`src/rtl/mfu_pkg.sv`:
```
package mfu_pkg;
    typedef enum logic [1:0] {
        ACC_LOAD  = 2'd0,
        ACC_STORE = 2'd1,
        ACC_FETCH = 2'd2
    } acc_kind_e;

    typedef enum logic [1:0] {
        ST_IDLE = 2'd0,
        ST_PEND = 2'd1,
        ST_HALT = 2'd2
    } fsm_state_e;

    localparam int CODE_PROT_DATA = 16;
    localparam int CODE_MISS_DATA = 18;
    localparam int STORE_BIT      = 10;
endpackage

```
`src/rtl/mfu_avail.sv`:
```
module mfu_avail #(
    parameter bit HONOR_EXT_CAP = 1'b1
) (
    input  logic cap_mmu,
    input  logic cap_ext,
    input  logic cap2_mmu,
    input  logic vm_en,
    output logic xlate_on
);
    logic mmu_present;

    generate
        if (HONOR_EXT_CAP) begin : g_ext
            assign mmu_present = cap_mmu && !(cap_ext && !cap2_mmu);
        end else begin : g_base
            logic unused_ext;
            assign unused_ext  = cap_ext ^ cap2_mmu;
            assign mmu_present = cap_mmu;
        end
    endgenerate

    assign xlate_on = mmu_present && vm_en;
endmodule

```
`src/rtl/mfu_xlate.sv`:
```
module mfu_xlate #(
    parameter int AW        = 32,
    parameter int PAGE_BITS = 12
) (
    input  logic [AW-1:0] addr,
    input  logic [AW-1:0] pbase,
    input  logic [AW-1:0] vbase,
    input  logic          xlate_on,
    output logic [AW-1:0] pa
);
    logic [AW-1:0] aligned;

    assign aligned = {addr[AW-1:PAGE_BITS], {PAGE_BITS{1'b0}}};
    assign pa      = xlate_on ? (pbase + (aligned - vbase)) : aligned;
endmodule

```
`src/rtl/mfu_code.sv`:
```
module mfu_code
    import mfu_pkg::*;
#(
    parameter int STAT_W = 32
) (
    input  logic [1:0]        kind,
    input  logic              miss,
    output logic [STAT_W-1:0] status
);
    localparam int BASE_W = 5;

    logic [BASE_W-1:0] base;

    always_comb begin
        base = miss ? BASE_W'(CODE_MISS_DATA) : BASE_W'(CODE_PROT_DATA);
        if (kind == ACC_FETCH) begin
            base = base + BASE_W'(1);
        end
        status                 = '0;
        status[BASE_W-1:0]     = base;
        status[STORE_BIT]      = (kind == ACC_STORE);
    end
endmodule

```
`src/rtl/mmu_fault_unit.sv`:
```
module mmu_fault_unit
    import mfu_pkg::*;
#(
    parameter int AW            = 32,
    parameter int PAGE_BITS     = 12,
    parameter int STAT_W        = 32,
    parameter bit HONOR_EXT_CAP = 1'b1
) (
    input  logic              clk,
    input  logic              rst_n,
    input  logic              req_valid,
    input  logic [AW-1:0]     req_addr,
    input  logic [1:0]        req_kind,
    input  logic              cap_mmu,
    input  logic              cap_ext,
    input  logic              cap2_mmu,
    input  logic              vm_en,
    input  logic              lk_hit,
    input  logic              lk_miss,
    input  logic [AW-1:0]     lk_pbase,
    input  logic [AW-1:0]     lk_vbase,
    input  logic              fault_ack,
    output logic [AW-1:0]     pa_out,
    output logic              pa_valid,
    output logic [AW-1:0]     fault_addr,
    output logic [STAT_W-1:0] fault_status,
    output logic              fault_req,
    output logic              recur_err
);
    fsm_state_e        state, state_nx;
    logic              xlate_on;
    logic [AW-1:0]     pa_calc;
    logic [STAT_W-1:0] code_calc;
    logic              accept;
    logic              is_fault;
    logic              is_ok;

    mfu_avail #(.HONOR_EXT_CAP(HONOR_EXT_CAP)) u_avail (
        .cap_mmu  (cap_mmu),
        .cap_ext  (cap_ext),
        .cap2_mmu (cap2_mmu),
        .vm_en    (vm_en),
        .xlate_on (xlate_on)
    );

    mfu_xlate #(.AW(AW), .PAGE_BITS(PAGE_BITS)) u_xlate (
        .addr     (req_addr),
        .pbase    (lk_pbase),
        .vbase    (lk_vbase),
        .xlate_on (xlate_on),
        .pa       (pa_calc)
    );

    mfu_code #(.STAT_W(STAT_W)) u_code (
        .kind   (req_kind),
        .miss   (lk_miss),
        .status (code_calc)
    );

    always_comb begin
        accept   = req_valid && (state != ST_HALT);
        is_fault = accept && xlate_on && !lk_hit;
        is_ok    = accept && !is_fault;
    end

    always_comb begin
        state_nx = state;
        unique case (state)
            ST_IDLE: if (is_fault) state_nx = ST_PEND;
            ST_PEND: begin
                if (is_fault)       state_nx = ST_HALT;
                else if (fault_ack) state_nx = ST_IDLE;
            end
            ST_HALT: state_nx = ST_HALT;
            default: state_nx = ST_IDLE;
        endcase
    end

    always_ff @(posedge clk) begin
        if (!rst_n) state <= ST_IDLE;
        else        state <= state_nx;
    end

    always_ff @(posedge clk) begin
        if (!rst_n) begin
            pa_out       <= '0;
            pa_valid     <= 1'b0;
            fault_addr   <= '0;
            fault_status <= '0;
        end else begin
            pa_valid <= is_ok;
            if (is_ok) begin
                pa_out <= pa_calc;
            end
            if (is_fault && (state == ST_IDLE)) begin
                fault_addr   <= req_addr;
                fault_status <= code_calc;
            end
        end
    end

    assign fault_req = (state != ST_IDLE);
    assign recur_err = (state == ST_HALT);
endmodule

```
`config.mk`:
```
export PLATFORM = sky130hd
export DESIGN_NAME = mmu_fault_unit
export DESIGN_NICKNAME = d
export VERILOG_FILES = /design/src/rtl/mfu_pkg.sv /design/src/rtl/mfu_avail.sv /design/src/rtl/mfu_xlate.sv /design/src/rtl/mfu_code.sv /design/src/rtl/mmu_fault_unit.sv
export SDC_FILE = /design/constraint.sdc
export NUM_CORES = 1
export LEC_CHECK = 0
export BUFFER_PORTS_ARGS = -buffer_cell sky130_fd_sc_hd__buf_2
export CAP_MARGIN = 0
export CORE_UTILIZATION = 40
export CTS_CLUSTER_DIAMETER = 200
export DETAILED_ROUTE_END_ITERATION = 16
export PLACE_DENSITY_LB_ADDON = 0.08
export SLEW_MARGIN = 30
export SYNTH_ARGS = -nofsm -noshare
export SYNTH_HDL_FRONTEND = slang
export SYNTH_SLANG_ARGS = --single-unit
```
`constraint.sdc`:
```
create_clock -name clk -period 5.5 [get_ports clk]
set_clock_uncertainty 0.05 [all_clocks]
set_input_delay 0.275 -clock clk [delete_from_list [all_inputs] [get_ports clk]]
set_output_delay 0.275 -clock clk [all_outputs]
set_load 0.01 [all_outputs]
```
==> metrics.txt, run 1 <==
status=complete, no violations; synthesis-to-finish area growth=21.8%; critical path arrival=2.90 ns; Clock Sink Count=71; Power Density=276 nW/um^2; largest net degree at the start of global routing=51; Total Power=1.84 mW; clk slew on worst S/H paths=0.06 ns; first-pass GRT wire length=25200 microns; hold_buf cts=0; Detailed Route Iter0 Violations=244; largest area contributor in the netlist=dfxtp_1; RSZ-0062 raised after global routing=no; FP Rows=42; final setup fails=0; CTS tree=yes; max-cap violations=0; vias in the first global route=5033; most frequent cell after synthesis=nand2_1; wire per inst=15.2 microns; total wire length=15900 microns; Tmin final=2.71 ns; H-tree depth=3; buffer count from post-CTS setup fixing=0; # nets final=1037; Critical Path RT=5.68 ns; synthesized area=5470 sq um; worst setup slack after layout=2.79 ns; async set-reset flop share out of synthesis=0%; die area=14100 sq um; area of the core=13300 sq um; drc violations=0; CTS Buf Count=9; area share of the largest cell type after synthesis=26.0%; post-DP HPWL=12300 microns; register bit total from synthesis=71; ys flop type=dfxtp_1; setup_tns=0 ns; busiest grt layer=met2; layout cell share with drive strength beyond 1=25.1%; Ys Warns=0; worst slack at placement=2.45 ns; Synth cell types=64; Commonest cells post-synth=nand2_1 (108), inv_1 (92), a21oi_1 (80), dfxtp_1 (71), ha_1 (42); die outline width=119 microns; Slew @ Worst Pin=0.910 ns; Tcrit/Tclk final=49.3%; Max Freq=369 MHz; Boundary Pins=207; post-CTS sizing=0; Overflow after GRT=0; CTS root buffer=clkbuf_16; Ant. Diodes=0; crit path max fanout=4; via count=5323; gpl congestion=0.886; Pleak=3.33 nW; largest cells by area after synthesis=dfxtp_1 (26%), ha_1 (9.6%), nand2_1 (7.4%); normalized max-slew margin=39.2%; worst hold path class=primary input to flip-flop; maximum clock insertion buffer count=2; drt first pass iters=4; crit path kind=primary input to flip-flop; Initial Utilization=41.1%; syn_area_per_cell=7.76 sq um; vias per std cell=5.08; Seq/Total Area, Yosys=26.0%; cells after synthesis=704; CP Capture Type=flip-flop; post-layout util=50.1%; met2 Resource Use GR=37.6%; GRT met3 Usage=3.35%; Setup crit start kind=primary input; ANT nets after route=0; Max IR drop VDD=0.120 mV; EDFF count, synth=0; clk_lat worst skew=0.33 ns; Final Hold Viols=0; Slew Viols, Final=0; initial antenna violation count=0; port bufs=178; met1 global-route usage=30.0%; Die Span Y=119 microns; All-Layer GR Usage=22.7%
==> report_power, final <==
part           switching, mW  leakage, nW  internal (mW)
combinational          0.380         2.59          0.251
clock                  0.235        0.158          0.421
sequential            0.0125        0.578          0.537
==> area by class of cell <==
class / instances / area [sq um]
clock buffers: 11 / 253
clock inverters: 5 / 80.1
fillers: 1393 / 6640
inverters: 92 / 345
multi-input cells: 511 / 3410
flip-flops and latches: 71 / 1420
well taps: 176 / 220
repair buffers: 182 / 921
==> metal layers <==
metal	wire [microns]	vias to the layer above	part of all wire, %
li1	-	2649	-
met1	7340	2478	46
met2	7400	177	47
met3	879	19	5.5
met4	279	0	1.8
met5	0	-	0
==> metrics by stage <==
stage / hold WS, ns / instances / cell area (sq um)
6_report: 0.125 / 1048 / 6660
5_1_grt: 0.122 / 1048 / 6660
4_1_cts: 0.116 / 1048 / 6660
3_5_place_dp: 0.394 / 1032 / 6320
3_3_place_gp: 0.387 / 1032 / 6320
2_1_floorplan: 0.361 / 731 / 5570
==> kinds of logic after synthesis <==
| group | share of synthesized area [%] |
|---|---|
| simple gates | 17.0 |
| compound gates | 22.6 |
| buf+inv | 13.4 |
| flops | 26.0 |
| fa+ha+maj | 16.9 |
| xor+xnor | 3.69 |
| mux | 0.366 |
| other cells | 0.0686 |
==> cells in the final DEF, fill, tap and decap left out, types with 7 or more instances in the layout <==
cell type  synthesis  layout
buf_2              8     178
nand2_1          108     107
inv_1             92      91
a21oi_1           80      80
dfxtp_1           71      71
ha_1              42      42
nor2_1            35      35
o21ai_0           28      28
conb_1             1      28
fa_1              20      20
xnor2_1           15      15
nand3_1           12      12
o211ai_1          11      11
nor3_1            11      11
a22oi_1           10      10
clkbuf_16          0       9
xor2_1             8       8
nor2b_1            7       7
==> final timing paths <==
| kind | start | to | slack (ns) | cells after the start |
|---|---|---|---|---|
| max reg2reg | state[0]$_SDFFE_PN0P_ | pa_out[29]$_SDFFE_PN0P_ | 3.21 | 7 |
| min | req_addr[6] | fault_addr[6]$_SDFFE_PN0P_ | 0.12 | 3 |
| max | lk_pbase[1] | pa_out[21]$_SDFFE_PN0P_ | 2.79 | 11 |
| min reg2reg | fault_addr[13]$_SDFFE_PN0P_ | fault_addr[13]$_SDFFE_PN0P_ | 0.40 | 2 |
==> sequential cells by signal, indices dropped and copies added, names as in the netlist <==
name,count
fault_addr,32
fault_status,4
pa_out,32
pa_valid,1
state,2
==> critical path: stages <==
cell,delay [ns]
buf_2,0.10
ha_1,0.28
ha_1,0.23
fa_1,0.45
a211oi_2,0.27
o21ai_2,0.14
a31oi_4,0.25
o31ai_2,0.13
and2_1,0.21
or3_1,0.31
a32o_1,0.26
Power figures use the tool's default switching activity.
==> run 2: changes to the inputs <==
==> constraint.sdc (replaced) <==
create_clock -name clk -period 2.5 [get_ports clk]
set_clock_uncertainty 0.05 [all_clocks]
set_input_delay 0.125 -clock clk [delete_from_list [all_inputs] [get_ports clk]]
set_output_delay 0.125 -clock clk [all_outputs]
set_load 0.01 [all_outputs]
==> metrics.txt, run 2 (synthesized netlist as in run 1, its figures left out) <==
setup_tns=0 ns (unchanged); WHS Path Cells=3 (unchanged); max-cap violations=0 (unchanged); vias per std cell=4.91 (was 5.08); layout cell share with drive strength beyond 1=34.3% (was 25.1%); via count=5778 (was 5323); maximum clock insertion buffer count=2 (unchanged); crit path max fanout=3 (was 4); Overflow after GRT=0 (unchanged); vias in the first global route=5711 (was 5033); Die Span Y=119 microns (unchanged); final hold slack=0.0190 ns (was 0.125 ns); Slew @ Worst Pin=0.576 ns (was 0.910 ns); Cells after DPL=1139 (was 1032); commonest non-fill, non-tap cell in the layout=buf_2 (unchanged); CTS root buffer=clkbuf_16 (unchanged); wire per inst=14.8 microns (was 15.2 microns); synthesis-to-finish area growth=41.3% (was 21.8%); Final Hold Viols=0 (unchanged); Slew Viols, Final=0 (unchanged); area of the core=13300 sq um (unchanged); slowest CP cell=fa_1 (unchanged); die outline width=119 microns (unchanged); FP Rows=42 (unchanged); CP cell instances=buf_2, inv_1, fa_1, inv_1, ha_1, a21oi_2, o21ai_0, buf_4, nor3_2, a31oi_1, buf_4, a221o_1, xnor2_1, o22ai_1 (was buf_2, ha_1, ha_1, fa_1, a211oi_2, o21ai_2, a31oi_4, o31ai_2, and2_1, or3_1, a32o_1); Worst Setup SP=req_addr[22] (was lk_pbase[1]); drt first pass iters=5 (was 4); FF-to-FF End=pa_out[29]$_SDFFE_PN0P_ (unchanged); Pleak=3.91 nW (was 3.33 nW); worst path buffer plus inverter count=5 (was 1); worst hold path class=primary input to flip-flop (unchanged); ANT nets after route=0 (unchanged); Hold Crit Endpoint=fault_status[0]$_SDFFE_PN0P_ (was fault_addr[6]$_SDFFE_PN0P_); hold wc startpoint=req_kind[1] (was req_addr[6]); Max IR drop VDD=0.311 mV (was 0.120 mV); worst stage delay on the critical path=0.53 ns (was 0.45 ns); most frequent cells in the layout=buf_2 (178), buf_4 (112), nand2_1 (107) (was buf_2 (178), nand2_1 (107), inv_1 (91)); Final Instance Count excl. Fillers=1176 (was 1048); clk_lat worst skew=0.34 ns (was 0.33 ns); Setup crit start kind=primary input (unchanged); status=complete, no violations (unchanged); largest net degree at the start of global routing=50 (was 51); normalized max-slew margin=61.6% (was 39.2%); crit path kind=primary input to flip-flop (unchanged); Ant. Diodes=0 (unchanged); R2R Setup Slk=0.56 ns (was 3.21 ns); drc violations=0 (unchanged); # nets final=1165 (was 1037); critical path arrival=2.56 ns (was 2.90 ns); Largest regs=fault_addr x32, pa_out x32, fault_status x4 (unchanged); Total Power=4.32 mW (was 1.84 mW); port bufs=178 (unchanged); CTS Buf Count=9 (unchanged); R2R cell count=7 (unchanged); r2r startpoint=state[0]$_SDFFE_PN0P_ (unchanged); Power Density=560 nW/um^2 (was 276 nW/um^2); Boundary Pins=207 (unchanged); total wire length=17400 microns (was 15900 microns); post-DP HPWL=13600 microns (was 12300 microns); Max Freq=417 MHz; CP Capture Type=flip-flop (unchanged); die area=14100 sq um (unchanged); final setup fails=0 (unchanged); Tcrit/Tclk final=95.9%; Tmin final=2.40 ns; post-layout util=58.1% (was 50.1%); All-Layer GR Usage=24.9% (was 22.7%); H-tree depth=3 (unchanged); Clock Sink Count=71 (unchanged); first-pass GRT wire length=27800 microns (was 25200 microns); Worst path top cell family by delay=adder cells (was compound AO/OA/AOI/OAI gates); Initial Utilization=41.1% (unchanged); Detailed Route Iter0 Violations=309 (was 244); clk slew on worst S/H paths=0.06 ns (about the same); Critical Path RT=2.66 ns (was 5.68 ns); initial antenna violation count=0 (unchanged); CTS tree=yes (unchanged); gpl congestion=0.907 (was 0.886)
-- run 2: final cells by class --
class,count,area [sq um]
Clock buffer,10,239
Clock inverter,6,46.3
Fill cell,1274,5580
Inverter,92,345
Multi-Input combinational cell,511,3510
Sequential cell,71,1420
Tap cell,176,220
Timing Repair Buffer,310,1940
-- run 2: metrics by stage --
stage | setup slack [ns] | instance area (sq um)
3_3_place_gp | -0.389 | 7140
5_1_grt | -0.0141 | 7720
4_1_cts | 0.0678 | 7610
6_report | 0.103 | 7720
3_5_place_dp | -0.349 | 7140
2_1_floorplan | 0.00761 | 5570
-- run 2: how the worst max path moves through the flow --
stage,slack [ns],cells after the start,to
floorplan,0.008,11,pa_out[20]$_SDFFE_PN0P_
global placement,-0.39,13,pa_out[28]$_SDFFE_PN0P_
detailed placement,-0.35,13,pa_out[28]$_SDFFE_PN0P_
CTS,0.07,13,pa_out[28]$_SDFFE_PN0P_
global route,-0.01,14,pa_out[31]$_SDFFE_PN0P_
finish,0.10,14,pa_out[31]$_SDFFE_PN0P_
-- run 2: worst register-to-register path, stage by stage (launching register included) --
cell and delay, ns:
dfxtp_1 0.35, inv_1 0.08, nand2_1 0.16, o211a_1 0.39
nand2_1 0.33, nor2_1 0.30, a22oi_1 0.10, o21ai_1 0.11
-- run 2: routing by layer --
layer  vias up  GRT usage (%)  wire length (microns)
li1       2895              -                      -
met1      2684           31.8                   7980
met2       178           42.8                   8260
met3        21           3.40                    822
met4         0           8.70                    298
met5         -              0                      0
-- run 2: report_power, final --
part           internal [mW]  switching, mW  total (mW)
Sequential              1.18         0.0279        1.21
Combinational          0.908          0.946        1.85
Clock                  0.703          0.557        1.26
Total                   2.79           1.53        4.32
-- run 2: repair_timing --
item	in CTS	in global routing
pin swaps	0	7
buffers inserted	0	2
gates cloned	0	0
gates resized for setup	1	19
endpoints found under the setup margin	1	7
endpoints found under the hold margin	19	0
hold buffers	19	0
==> run 3: changes to the inputs <==
--- a/config.mk
+++ b/config.mk
@@ -5,11 +5,11 @@
 export SDC_FILE = /design/constraint.sdc
 export NUM_CORES = 1
 export LEC_CHECK = 0
-export BUFFER_PORTS_ARGS = -buffer_cell sky130_fd_sc_hd__buf_2
 export CAP_MARGIN = 0
 export CORE_UTILIZATION = 40
 export CTS_CLUSTER_DIAMETER = 200
 export DETAILED_ROUTE_END_ITERATION = 16
+export DONT_BUFFER_PORTS = 1
 export PLACE_DENSITY_LB_ADDON = 0.08
 export SLEW_MARGIN = 30
 export SYNTH_ARGS = -nofsm -noshare
==> constraint.sdc (replaced) <==
create_clock -name clk -period 2.3 [get_ports clk]
set_clock_uncertainty 0.05 [all_clocks]
set_input_delay 0.115 -clock clk [delete_from_list [all_inputs] [get_ports clk]]
set_output_delay 0.115 -clock clk [all_outputs]
set_load 0.01 [all_outputs]
==> metrics.txt, run 3 (synthesized netlist as in run 1, its figures left out) <==
FP Rows=42 (unchanged); worst stage delay on the critical path=0.57 ns (was 0.53 ns); RSZ-0062 raised after global routing=yes; port bufs=0 (was 178); Cells after DPL=936 (was 1139); Ant. Diodes=0 (unchanged); ANT nets after route=0 (unchanged); Boundary Pins=207 (unchanged); Critical Path RT=2.45 ns (was 2.66 ns); layout cell share with drive strength beyond 1=18.0% (was 34.3%); All-Layer GR Usage=23.9% (was 24.9%); Initial Utilization=41.1% (unchanged); area of the core=13300 sq um (unchanged); FF-to-FF End=fault_status[10]$_SDFFE_PN0P_ (was pa_out[29]$_SDFFE_PN0P_); Worst Setup EP=pa_out[20]$_SDFFE_PN0P_ (was pa_out[31]$_SDFFE_PN0P_); clk_lat worst skew=0.34 ns (about the same); initial antenna violation count=1 (was 0); CP cell instances=fa_1, ha_4, buf_4, nand2_2, o21a_1, o21ai_1, a311o_4, or3_1, a31oi_1, nor3_1 (was buf_2, inv_1, fa_1, inv_1, ha_1, a21oi_2, o21ai_0, buf_4, nor3_2, a31oi_1, buf_4, a221o_1, xnor2_1, o22ai_1); most frequent cells in the layout=nand2_1 (108), inv_1 (89), buf_4 (86) (was buf_2 (178), buf_4 (112), nand2_1 (107)); Power Density=681 nW/um^2 (was 560 nW/um^2); synthesis-to-finish area growth=27.0% (was 41.3%); final hold slack=0.0154 ns (was 0.0190 ns); Die Span Y=119 microns (unchanged); drt first pass iters=5 (unchanged); Overflow after GRT=0 (unchanged); Final Hold Viols=0 (unchanged); Pleak=3.08 nW (was 3.91 nW); largest net degree at the start of global routing=51 (was 50); first-pass GRT wire length=26200 microns (was 27800 microns); R2R cell count=6 (was 7); crit path kind=primary input to flip-flop (unchanged); post-DP HPWL=12700 microns (was 13600 microns); max-cap violations=0 (unchanged); Setup crit start kind=primary input (unchanged); die area=14100 sq um (unchanged); Slew Viols, Final=0 (unchanged); R2R Setup Slk=0.36 ns (was 0.56 ns); Slew @ Worst Pin=0.563 ns (was 0.576 ns); via count=5149 (was 5778); CTS tree=yes (unchanged); vias in the first global route=5267 (was 5711); final setup fails=0 (unchanged); Worst Setup SP=lk_pbase[12] (was req_addr[22]); Largest regs=fault_addr x32, pa_out x32, fault_status x4 (unchanged); post-layout util=52.2% (was 58.1%); CTS Buf Count=9 (unchanged); maximum clock insertion buffer count=2 (unchanged); Max Freq=448 MHz; status=complete, no violations (unchanged); r2r startpoint=state[1]$_SDFFE_PN0P_ (was state[0]$_SDFFE_PN0P_); worst hold path class=primary input to flip-flop (unchanged); Tmin final=2.23 ns; crit path max fanout=6 (was 3); slowest CP cell=fa_1 (unchanged); Tcrit/Tclk final=97.1%; # nets final=982 (was 1165); drc violations=0 (unchanged); wire per inst=16.7 microns (was 14.8 microns); commonest non-fill, non-tap cell in the layout=nand2_1 (was buf_2); Design Area, Final=6940 sq um (was 7720 sq um); H-tree depth=3 (unchanged); CTS root buffer=clkbuf_16 (unchanged); Clock Sink Count=71 (unchanged); Final Instance Count excl. Fillers=993 (was 1176); clk slew on worst S/H paths=0.06 ns (about the same); Area after DPL=6160 sq um (was 7140 sq um); Detailed Route Iter0 Violations=235 (was 309); normalized max-slew margin=62.5% (was 61.6%); vias per std cell=5.19 (was 4.91); total wire length=16600 microns (was 17400 microns); CP Capture Type=flip-flop (unchanged); die outline width=119 microns (unchanged); critical path arrival=2.39 ns (was 2.56 ns); gpl congestion=0.854 (was 0.907); Max IR drop VDD=0.334 mV (was 0.311 mV)
## run 3: changes by cell type in the layout (fill, tap and decap cells not counted), sizes merged
cell / before / now
buf: 291 / 87
dlygate4sd3: 19 / 40
bufinv: 0 / 2
inv: 91 / 92
clkinv: 5 / 2
## run 3: area by class of cell
type,instances,area (sq um)
clock buffers,10,239
clock inverters,6,92.6
fillers,1311,6360
inverters,92,345
multi-input cells,511,3570
flip-flops and latches,71,1420
well taps,176,220
repair buffers,127,1050
## run 3: through the flow
step	power [mW]	setup WS (ns)	TNS, ns
6_report	4.73	0.0670	0
5_1_grt	5.01	-0.0256	-0.0673
4_1_cts	4.74	0.0674	0
3_5_place_dp	3.09	-0.286	-2.75
3_3_place_gp	3.07	-0.283	-2.67
2_1_floorplan	2.53	-0.110	-0.334
## run 3: worst min path at each step
stage	from	to	slack, ns	cells after the start
floorplan	req_addr[0]	fault_addr[0]$_SDFFE_PN0P_	0.20	2
global placement	rst_n	pa_out[15]$_SDFFE_PN0P_	0.20	2
detailed placement	rst_n	pa_out[15]$_SDFFE_PN0P_	0.21	2
CTS	req_addr[31]	pa_out[31]$_SDFFE_PN0P_	0.02	4
global route	req_addr[24]	pa_out[24]$_SDFFE_PN0P_	0.02	2
finish	req_addr[31]	pa_out[31]$_SDFFE_PN0P_	0.02	4
## run 3: worst max-delay path: cells and delay by family
kind / cells / cell delay, ns
compound gates: 4 / 0.87
buf+inv: 1 / 0.15
fa+ha+maj: 2 / 0.78
simple gates: 3 / 0.47
## run 3: routing by layer
metal | wire, microns | track usage [%] | vias up
met5 | 8 | 0 | -
met4 | 340 | 9.18 | 2
met3 | 1170 | 6.08 | 28
met2 | 7780 | 40.6 | 190
met1 | 7310 | 29.0 | 2399
li1 | - | - | 2530
## run 3: where the power goes
| part | leakage, nW | internal (mW) | switching, mW |
|---|---|---|---|
| registers | 0.578 | 1.28 | 0.0681 |
| logic | 2.35 | 0.873 | 0.937 |
| clock network | 0.155 | 0.985 | 0.582 |
## run 3: what timing repair did
| action | CTS | global route |
|---|---|---|
| hold buffers | 41 | 0 |
| gates resized for setup | 0 | 10 |
| endpoints found under the hold margin | 60 | 0 |
| buffers inserted | 0 | 0 |
| endpoints found under the setup margin | 0 | 5 |
